===== src/rtl/lflag_pkg.sv =====
package lflag_pkg;

    localparam int LF_FLAG_BITS = 4;

    typedef enum logic [3:0] {
        LF_COPY  = 4'd0,
        LF_ADD   = 4'd1,
        LF_SUB   = 4'd2,
        LF_ADC   = 4'd3,
        LF_SBB   = 4'd4,
        LF_LOGIC = 4'd5,
        LF_MUL   = 4'd6,
        LF_MULL  = 4'd7
    } lf_op_e;

    typedef struct packed {
        logic n;
        logic z;
        logic c;
        logic v;
    } nzcv_t;

    localparam nzcv_t LF_CLEAR = '{n: 1'b0, z: 1'b0, c: 1'b0, v: 1'b0};

    // Codes 8..15 are not defined.
    function automatic logic lf_legal(input logic [3:0] code);
        return (code[3] == 1'b0);
    endfunction

    // Subtract forms use the inverted right operand.
    function automatic logic lf_invert_rhs(input logic [3:0] code);
        return (code == LF_SUB) || (code == LF_SBB);
    endfunction

    function automatic logic lf_is_arith(input logic [3:0] code);
        return (code == LF_ADD) || (code == LF_SUB) ||
               (code == LF_ADC) || (code == LF_SBB);
    endfunction

endpackage


===== src/rtl/lflag_addsub.sv =====
module lflag_addsub
    import lflag_pkg::*;
#(
    parameter int W = 32
) (
    input  logic [W-1:0] lhs,
    input  logic [W-1:0] rhs,
    input  logic         inv_rhs,
    input  logic         cin,
    output nzcv_t        flags
);
    localparam int SUM_W = W + 1;

    logic [W-1:0]     rhs_eff;
    logic [SUM_W-1:0] total;
    logic [W-1:0]     res;

    always_comb begin
        rhs_eff = inv_rhs ? ~rhs : rhs;
        total   = {1'b0, lhs} + {1'b0, rhs_eff} + {{W{1'b0}}, cin};
        res     = total[W-1:0];
        flags.n = res[W-1];
        flags.z = (res == '0);
        flags.c = total[W];
        flags.v = (lhs[W-1] == rhs_eff[W-1]) && (res[W-1] != lhs[W-1]);
    end

endmodule


===== src/rtl/lflag_direct.sv =====
module lflag_direct
    import lflag_pkg::*;
#(
    parameter int W = 32
) (
    input  logic [3:0]   code,
    input  logic [W-1:0] w1,
    input  logic [W-1:0] w2,
    input  logic [W-1:0] w3,
    output nzcv_t        flags
);
    logic lf_unused_w3;
    assign lf_unused_w3 = ^w3[W-1:2];

    always_comb begin
        flags = LF_CLEAR;
        unique case (code)
            LF_COPY: begin
                flags.n = w1[W-1];
                flags.z = w1[W-2];
                flags.c = w1[W-3];
                flags.v = w1[W-4];
            end
            LF_LOGIC: begin
                flags.n = w1[W-1];
                flags.z = (w1 == '0);
                flags.c = w2[0];
                flags.v = w3[0];
            end
            LF_MUL: begin
                flags.n = w1[W-1];
                flags.z = (w1 == '0);
                flags.c = w3[1];
                flags.v = w3[0];
            end
            LF_MULL: begin
                flags.n = w2[W-1];
                flags.z = (w1 == '0) && (w2 == '0);
                flags.c = w3[1];
                flags.v = w3[0];
            end
            default: flags = LF_CLEAR;
        endcase
    end

endmodule


===== src/rtl/lflag_select.sv =====
module lflag_select
    import lflag_pkg::*;
(
    input  logic [3:0] code,
    input  nzcv_t      arith_f,
    input  nzcv_t      direct_f,
    output nzcv_t      chosen,
    output logic       illegal
);
    always_comb begin
        illegal = !lf_legal(code);
        if (illegal)
            chosen = LF_CLEAR;
        else if (lf_is_arith(code))
            chosen = arith_f;
        else
            chosen = direct_f;
    end

endmodule


===== src/rtl/lazy_flags_eval.sv =====
module lazy_flags_eval
    import lflag_pkg::*;
#(
    parameter int W = 32
) (
    input  logic         clk,
    input  logic         rst,
    input  logic         req_valid,
    input  logic [3:0]   op_code,
    input  logic [W-1:0] dep1,
    input  logic [W-1:0] dep2,
    input  logic [W-1:0] dep3,
    output logic [W-1:0] flags_word,
    output logic         carry_out,
    output logic         ovf_out,
    output logic         rsp_valid,
    output logic         bad_op
);
    localparam int LOW_W = W - LF_FLAG_BITS;

    nzcv_t arith_f;
    nzcv_t direct_f;
    nzcv_t next_f;
    nzcv_t held_f;
    logic  illegal;
    logic  cin;

    // Carry-in: plain add 0, plain subtract 1, chained forms take old C.
    always_comb begin
        unique case (op_code)
            LF_SUB:         cin = 1'b1;
            LF_ADC, LF_SBB: cin = dep3[0];
            default:        cin = 1'b0;
        endcase
    end

    lflag_addsub #(.W(W)) u_addsub (
        .lhs     (dep1),
        .rhs     (dep2),
        .inv_rhs (lf_invert_rhs(op_code)),
        .cin     (cin),
        .flags   (arith_f)
    );

    lflag_direct #(.W(W)) u_direct (
        .code  (op_code),
        .w1    (dep1),
        .w2    (dep2),
        .w3    (dep3),
        .flags (direct_f)
    );

    lflag_select u_select (
        .code     (op_code),
        .arith_f  (arith_f),
        .direct_f (direct_f),
        .chosen   (next_f),
        .illegal  (illegal)
    );

    always_ff @(posedge clk) begin
        if (rst) begin
            held_f    <= LF_CLEAR;
            rsp_valid <= 1'b0;
            bad_op    <= 1'b0;
        end else begin
            rsp_valid <= req_valid;
            bad_op    <= req_valid && illegal;
            if (req_valid)
                held_f <= next_f;
        end
    end

    assign flags_word = {held_f, {LOW_W{1'b0}}};
    assign carry_out  = held_f.c;
    assign ovf_out    = held_f.v;

endmodule


===== config.mk =====
export PLATFORM = sky130hd
export DESIGN_NAME = lazy_flags_eval
export DESIGN_NICKNAME = d
export VERILOG_FILES = /design/src/rtl/lflag_pkg.sv /design/src/rtl/lflag_addsub.sv /design/src/rtl/lflag_direct.sv /design/src/rtl/lflag_select.sv /design/src/rtl/lazy_flags_eval.sv
export SDC_FILE = /design/constraint.sdc
export NUM_CORES = 1
export LEC_CHECK = 0
export ABC_CLOCK_PERIOD_IN_PS = 4900
export BUFFER_PORTS_ARGS = -buffer_cell sky130_fd_sc_hd__buf_2
export CORE_ASPECT_RATIO = 0.75
export CORE_MARGIN = 10
export CORE_UTILIZATION = 45
export CTS_BUF_LIST = sky130_fd_sc_hd__clkbuf_4
export CTS_CLUSTER_DIAMETER = 40
export DETAILED_ROUTE_END_ITERATION = 8
export HOLD_SLACK_MARGIN = 0.15
export PLACE_DENSITY = 0.81
export SLEW_MARGIN = 5
export SYNTH_ARGS = -nofsm -noshare
export SYNTH_HDL_FRONTEND = slang
export SYNTH_HIERARCHICAL = 1
export SYNTH_SLANG_ARGS = --single-unit
export TNS_END_PERCENT = 20

===== constraint.sdc =====
create_clock -name clk -period 4.9 [get_ports clk]
set_input_delay 0.49 -clock clk [delete_from_list [all_inputs] [get_ports clk]]
set_output_delay 0.49 -clock clk [all_outputs]
set_load 0.005 [all_outputs]

Word-level counts from Yosys, hierarchy flattened
Cells that the tools add are included.

cells by class
  add/sub/neg operators = 2
  eq/ne operators = 9
  multiplexer cells = 5
  bitwise operators = 1
  reductions and logical operators = 12

operators with widths
  operator                                        number
  zero test 32 bit                                3
  adder 32 x 32 -> 33 bit                         1
  adder 33 x 1 -> 33 bit                          1
  two-way mux 32 bit                              1
  NOT 32 bit                                      1
  == test 4 x 3 -> 1 bit (second input constant)  4
  case mux 4 bit (4 select lines)                 1
  == test 4 x 2 -> 1 bit (second input constant)  2
  two-way mux 4 bit                               2
  == test 4 x 1 -> 1 bit (second input constant)  1
  zero test 4 bit                                 1
  logical OR 1 bit                                4
  logical AND 1 bit                               3
  case mux 1 bit (2 select lines)                 1
  OR reduction 2 bit                              1
  == test 1 bit                                   1
  inequality test 1 bit                           1

storage, ports and cells
  register bits after elaboration = 6
  bits of input ports = 103
  output and inout bits = 36
  word-level logic and storage cells = 35

Depth between registers and ports, before layout
Gate-level depths: netlist of the first run.

  depth in word-level cells = 9
  depth in mapped cells = 22
  mapped depth without buffers = 20

Modules after synthesis
The synthesis of the first run kept the hierarchy.

modules (own cells, without submodules)
  module           times used  cells each  area each (µm²)  seq. area each (µm²)
  lflag_addsub     1           328         2253.4           0.0
  lazy_flags_eval  1           55          478.0            120.1
  lflag_direct     1           50          331.6            0.0
  lflag_select     1           15          120.1            0.0

Worst setup path before layout of the first run
OpenSTA, ideal clock, no wires.

  kind = input port to flip-flop
  start point = in op_code[2]
  end point = reg held_f (netlist bit flags_word[30])
  setup time = 0.064 ns
  data arrival time = 4.865 ns
  data required time = 4.836 ns
  slack = -0.029 ns
  cell stages on the path = 21
  path buffers = 2
  cells stage by stage = xnor2_1 -> nor3_1 -> clkbuf_1 -> buf_1 -> xor2_1 -> fa_1 -> inv_1 -> fa_1 -> o2111ai_1 -> a221o_1 -> nor4_2 -> nand4_1 -> or4_1 -> nor4_1 -> nand4_1 -> or4_1 -> nor4_2 -> nand2b_1 -> mux2i_1 -> mux2i_1 -> nor2_1

RTL lines
  what                    RTL line               source
  start: declaration      lazy_flags_eval.sv:9   input logic [3:0] op_code,
  end signal: assignment  lazy_flags_eval.sv:70  held_f <= next_f;
  end: declaration        lazy_flags_eval.sv:24  nzcv_t held_f;

==> impl_metrics.json, run 1 <==
{
  "outcome": "finished, final reports clean",
  "start_kind": "input port",
  "cts_tree": "yes",
  "gp_congestion": 0.919,
  "crit_top_cell": "nor4_2",
  "htree_levels": 1,
  "clk_latency_ns": 0.24,
  "numCtsBuffers": 3,
  "portBuffers": 80,
  "clk_pin_slew_ns": 0.05,
  "yosysTopAreaCell": "ha_1",
  "synth_top_area_share": 0.122,
  "row_count": 26,
  "vias_per_cell": 5.73,
  "ys_seq_area_frac": 0.0377,
  "peakVddDrop_mv": 0.0933,
  "min_period_over_period": 0.942,
  "finalNetCount": 686,
  "synth-async-reset-ratio": 0,
  "synth_cell_types": 63,
  "crit_buf_inv": 3,
  "worstPathArrival_ns": 4.80,
  "min_period_ns": 4.62,
  "hold_path_class": "input port to flop",
  "wl_um": 10500,
  "slowest_delay_ns": 0.54,
  "initial_core_util": 0.466,
  "crit_type": "input port to flop",
  "slew_viol_final": 0,
  "ys_warn_count": 6,
  "worst_ep_required_time_ns": 5.09,
  "synth.area.top_cells": "ha_1, xor2_1, buf_4",
  "vias": 3622,
  "io_pins": 139,
  "synth-main-ff-cell": "dfxtp_1",
  "track_usage": 0.181,
  "clockRootBuffer": "clkbuf_4",
  "grt_pass1_vias": 3472,
  "leakage_uw": 0.00191,
  "core_um2": 6830,
  "fin_hold_ws_ns": 0.492,
  "synthTopCellsByCount": "xor2_1, a21oi_1, buf_4",
  "worstSetupEndpointType": "flop",
  "drv_cap": 0,
  "yosysMostFrequentCell": "xor2_1",
  "crit_slowest_cell": "or4_1",
  "worst_pin_slew_ns": 0.497,
  "die_y_um": 92.8,
  "worst-path-max-fanout": 2,
  "drive_gt1_frac": 0.255,
  "ys_ff_latch": 6,
  "power_density_nw_per_um2": 180,
  "antenna_left": 0,
  "wl_per_cell_um": 16.5,
  "cts.sink_count": 6,
  "critical_path.cell_chain": "buf_2 > xnor2_1 > nor3_2 > buf_4 > xor2_2 > fa_2 > inv_1 > fa_1 > o2111ai_1 > a221o_1 > nor4_2 > nand4_1 > or4_1 > nor4_2 > nand4_1 > or4_1 > nor4_2 > nand2b_1 > mux2i_1 > mux2i_1 > nor2_1",
  "hold_violations": 0,
  "num_antenna_cells": 0,
  "setup_viol": 0,
  "synth_edf_count": 0,
  "overflow": 0,
  "die_w_um": 117,
  "drc": 0,
  "grt_start_max_net_pins": 17,
  "clk_path_buf_depth": 2,
  "critPathTopFamily": "simple AND/OR/NAND/NOR gates",
  "firstDrtPassIters": 5,
  "clock.fmax_mhz": 217,
  "relSlewSlack": 0.665,
  "clock_skew_ns": 0,
  "cts_hold_buf": 0,
  "grt_pass1_wl_um": 16700,
  "drtIter0Drc": 192,
  "hpwl_um": 9160,
  "synth_cells": 448,
  "dieArea_um2": 10900,
  "finalSetupTns_ns": 0,
  "syn-cell-area_um2": 3180,
  "syn_to_final_growth_pct": 19.2,
  "antenna_found_initial": 0,
  "avgSynthCellArea_um2": 7.11
}
flip-flops by register name (all words and copies together), names as in the netlist:
signal,cells
bad_op,1
carry_out,1
flags_word,2
ovf_out,1
rsp_valid,1
final cells by class:
type	count	area [um^2]
Tap cell	84	105
Timing Repair Buffer	120	704
Fill cell	678	3040
Sequential cell	6	120
Clock buffer	3	22.5
Multi-Input combinational cell	405	2790
Inverter	14	52.6
cells in the final DEF, fill, tap and decap left out, types with 3 or more instances in the layout:
cell / netlist / layout
a21o_1: 15 / 15
a21oi_1: 35 / 35
a31oi_1: 6 / 6
and2_1: 3 / 3
and3_1: 4 / 4
buf_2: 4 / 80
buf_4: 33 / 39
clkbuf_4: 0 / 3
conb_1: 1 / 28
dfxtp_1: 6 / 6
ha_1: 31 / 31
inv_1: 13 / 13
mux2i_1: 16 / 16
nand2_1: 32 / 32
nand2b_1: 17 / 17
nand3_1: 25 / 25
nand4_1: 7 / 7
nor2_1: 31 / 30
nor2b_1: 6 / 6
nor3_1: 9 / 8
nor4_1: 14 / 13
nor4_2: 3 / 4
o211ai_1: 7 / 7
o21a_1: 3 / 3
o21ai_0: 15 / 15
o21bai_1: 4 / 4
o22ai_1: 3 / 3
xnor2_1: 7 / 7
xor2_1: 41 / 40
report_power, final:
part	internal, uW	leakage [uW]	switching, uW	total, uW
registers	51.0	0.0000489	1.01	52.0
clock network	27.7	0.0000138	18.4	46.1
logic	256	0.00185	327	583
total	335	0.00191	347	682
timing repair:
item,in CTS,in global routing
setup endpoints to repair,0,1
setup buffers,0,1
resized for setup,0,5
layer usage:
layer / vias to the layer above / global-route usage / wire length, um
li1: 1785 / - / -
met1: 1677 / 0.258 / 4960
met2: 156 / 0.288 / 4570
met3: 4 / 0.0309 / 889
met4: 0 / 0.0113 / 34
met5: - / 0 / 0
logic make-up after synthesis:
| family | share of synthesized area |
|---|---|
| AND/OR/NAND/NOR | 0.268 |
| adder cells (fa/ha/maj) | 0.134 |
| buffers and inverters | 0.125 |
| AO/OA/AOI/OAI | 0.243 |
| other | 0.00118 |
| flip-flops | 0.0377 |
| XOR/XNOR | 0.137 |
| multiplexers | 0.0539 |
final timing paths:
check	startpoint	endpoint	slack, ns	depth (start not counted)
setup / recovery	op_code[1]	flags_word[30]	0.28	21
setup reg to reg	ovf_out	ovf_out	4.26	2
hold / removal	rst	rsp_valid	0.49	2
hold reg to reg	flags_word[31]	flags_word[31]	0.51	2
metrics by stage:
step           utilization  power (uW)  setup slack, ns  std cells  area (um^2)
3_5_place_dp         0.548         618          -0.0190        628         3740
2_1_floorplan            -         453            0.169        475         3290
6_report             0.555         682            0.284        632         3790
4_1_cts              0.551         666            0.216        631         3760
5_1_grt              0.555         745         -0.00996        632         3790
3_3_place_gp         0.548         604           0.0271        628         3740
worst register-to-register path: cells and delay by family, from the launching register on:
kind	cells	cell delay (ns)
flip-flops	1	0.33
multiplexers	1	0.15
AND/OR/NAND/NOR	1	0.05
No activity file was read; power rests on OpenSTA's default activity.
==> inputs of run 2 (changes only) <==
- HOLD_SLACK_MARGIN: 0.15 -> 0.03
- PLACE_DENSITY: 0.81 -> 0.8
- SYNTH_HIERARCHICAL: 1 -> default
==> run 2 against run 1 <==
Register-to-register slack is essentially flat. Design area shrank 7.1%. Sequential share of layout area grew 0.24 points. Utilization is 3.9 points lower. Die area about the same. Worst hold slack got worse by 0.050 ns. Sequential power is 2% higher. Combinational power down 8.7%. Critical path type unchanged. Critical endpoint is now flags_word[31].
==> impl_metrics.json, run 2 <==
{
  "outcome": "finished, final reports clean",
  "rsz0062_at_grt": "false",
  "wl_met3_um": 997,
  "track_usage": 0.181,
  "finalSetupTns_ns": 0,
  "finalNetCount": 652,
  "synthTopCellsByCount": "xnor2_1, a21oi_1, nand2_1",
  "slew_viol_final": 0,
  "min_period_ns": 4.12,
  "clk_path_buf_depth": 2,
  "syn_to_final_growth_pct": 10.7,
  "crit_type": "input port to flop",
  "relSlewSlack": 0.620,
  "met2_length_um": 4350,
  "synth-main-ff-cell": "dfxtp_1",
  "worstPathArrival_ns": 4.26,
  "yosysMostFrequentCell": "xnor2_1",
  "drive_gt1_frac": 0.222,
  "drv_cap": 0,
  "io_pins": 139,
  "hold_violations": 0,
  "wirelength_met1_um": 4950,
  "dieArea_um2": 10900,
  "reg2reg_from": "ovf_out",
  "htree_levels": 1,
  "start_kind": "input port",
  "ys_warn_count": 0,
  "synth.area.top_cells": "ha_1, xnor2_1, buf_4",
  "rr_endpoint": "ovf_out",
  "die_y_um": 92.9,
  "min_period_over_period": 0.841,
  "firstDrtPassIters": 5,
  "numCtsBuffers": 3,
  "clockRootBuffer": "clkbuf_4",
  "clock.fmax_mhz": 243,
  "clk_latency_ns": 0.24,
  "worst_pin_slew_ns": 0.564,
  "core_um2": 6830,
  "wl_um": 10400,
  "synth-async-reset-ratio": 0,
  "top_layer": "met4",
  "final.setup.worst_slack_ns": 0.777,
  "ys_ff_latch": 6,
  "gp_congestion": 0.967,
  "hpwl_um": 9110,
  "hold_path_class": "input port to flop",
  "synth_cells": 452,
  "yosysTopAreaCell": "ha_1",
  "row_count": 26,
  "synth_cell_types": 77,
  "power_density_nw_per_um2": 179,
  "leakage_uw": 0.00155,
  "grt_pass1_vias": 3435,
  "wl_per_cell_um": 17.3,
  "cts_hold_buf": 0,
  "cts_setup_buffers": 0,
  "worst-path-max-fanout": 19,
  "worstSetupStartpoint": "op_code[1]",
  "clk_pin_slew_ns": 0.05,
  "setup_viol": 0,
  "vias_per_cell": 5.97,
  "drc": 0,
  "initial_core_util": 0.466,
  "syn-cell-area_um2": 3190,
  "clock_skew_ns": 0,
  "antenna_found_initial": 0,
  "hp-start": "rst",
  "largest_register_ffs": 2,
  "reg2reg_slack_ns": 4.27,
  "worstSetupEndpointType": "flop",
  "overflow": 0,
  "worst_ep_required_time_ns": 5.03,
  "min_path_cells": 2,
  "avgSynthCellArea_um2": 7.05,
  "grt_start_max_net_pins": 20,
  "synth_top_area_share": 0.122,
  "cts_resized": 0,
  "die_w_um": 117,
  "peakVddDrop_mv": 0.0928,
  "drtIter0Drc": 272,
  "num_antenna_cells": 0,
  "mostFrequentLayoutCells": "buf_2, xnor2_1, a21oi_1, nand2_1, nor2_1",
  "portBuffers": 80,
  "pre_cts_ws_ns": 0.585,
  "grt_pass1_wl_um": 16600,
  "synth_edf_count": 0,
  "vias": 3569,
  "ys_seq_area_frac": 0.0377,
  "nFillCells": 696,
  "antenna_left": 0,
  "whs_endpoint": "rsp_valid",
  "ff2ff_path_depth": 2,
  "final_common_cell": "buf_2",
  "cts.sink_count": 6,
  "cts_tree": "yes"
}
==> run 2: worst max path at each step <==
stage,to,slack (ns)
floorplan,carry_out,0.65
detailed placement,flags_word[31],0.58
finish,flags_word[31],0.78
CTS,flags_word[31],0.83
global route,flags_word[31],0.49
global placement,flags_word[31],0.73
==> run 2: where the power goes <==
group	switching [uW]	internal, uW	leakage [uW]
clock	18.7	27.8	0.0000138
sequential	1.21	51.7	0.0000492
combinational	315	217	0.00148
total	335	297	0.00155
==> run 2: metrics by stage <==
step | area (um^2) | instances | util | total power (uW) | hold WS [ns]
finish | 3530 | 598 | 0.516 | 632 | 0.442
global route | 3530 | 598 | 0.516 | 692 | 0.450
CTS | 3530 | 598 | 0.516 | 621 | 0.438
detailed placement | 3500 | 595 | 0.513 | 571 | 0.455
global placement | 3500 | 595 | 0.513 | 564 | 0.456
floorplan | 3290 | 479 | - | 454 | 0.463
==> run 2: metal layers <==
layer | vias up | track usage
li1 | 1753 | -
met1 | 1649 | 0.262
met2 | 157 | 0.268
met3 | 10 | 0.0496
met4 | 0 | 0.0133
met5 | - | 0
==> run 2: logic make-up (layout without fill, tap and decap cells) <==
| logic type | after synthesis | count (layout) | synth area share |
|---|---|---|---|
| xor gates and xnor gates | 44 | 44 | 0.121 |
| other | 1 | 28 | 0.00118 |
| buffers and inverters | 63 | 98 | 0.115 |
| DFF | 6 | 6 | 0.0377 |
| AOI/OAI and AO/OA | 139 | 139 | 0.309 |
| and+or+nand+nor | 163 | 163 | 0.272 |
| muxes | 3 | 3 | 0.00982 |
| adders and majority gates | 33 | 33 | 0.134 |
==> run 2: final cells by class <==
| class | count | area, um^2 | area share |
|---|---|---|---|
| Tap cell | 84 | 105 | 0.0298 |
| Inverter | 12 | 45.0 | 0.0128 |
| Clock buffer | 3 | 22.5 | 0.00639 |
| Timing Repair Buffer | 83 | 423 | 0.120 |
| Sequential cell | 6 | 120 | 0.0341 |
| Multi-Input combinational cell | 410 | 2810 | 0.797 |
==> run 2: worst max-delay path, cell delays in order <==
cell and delay (ns):
buf_2 0.18, nor2b_1 0.33, o21ai_4 0.10, buf_4 0.24
xnor2_1 0.30, ha_1 0.36, a21oi_1 0.26, o21ai_2 0.12
a221oi_1 0.53, nand2_1 0.12, o21ai_0 0.44, o21ai_1 0.21
xnor2_1 0.27, nand2_1 0.09, a22o_1 0.21
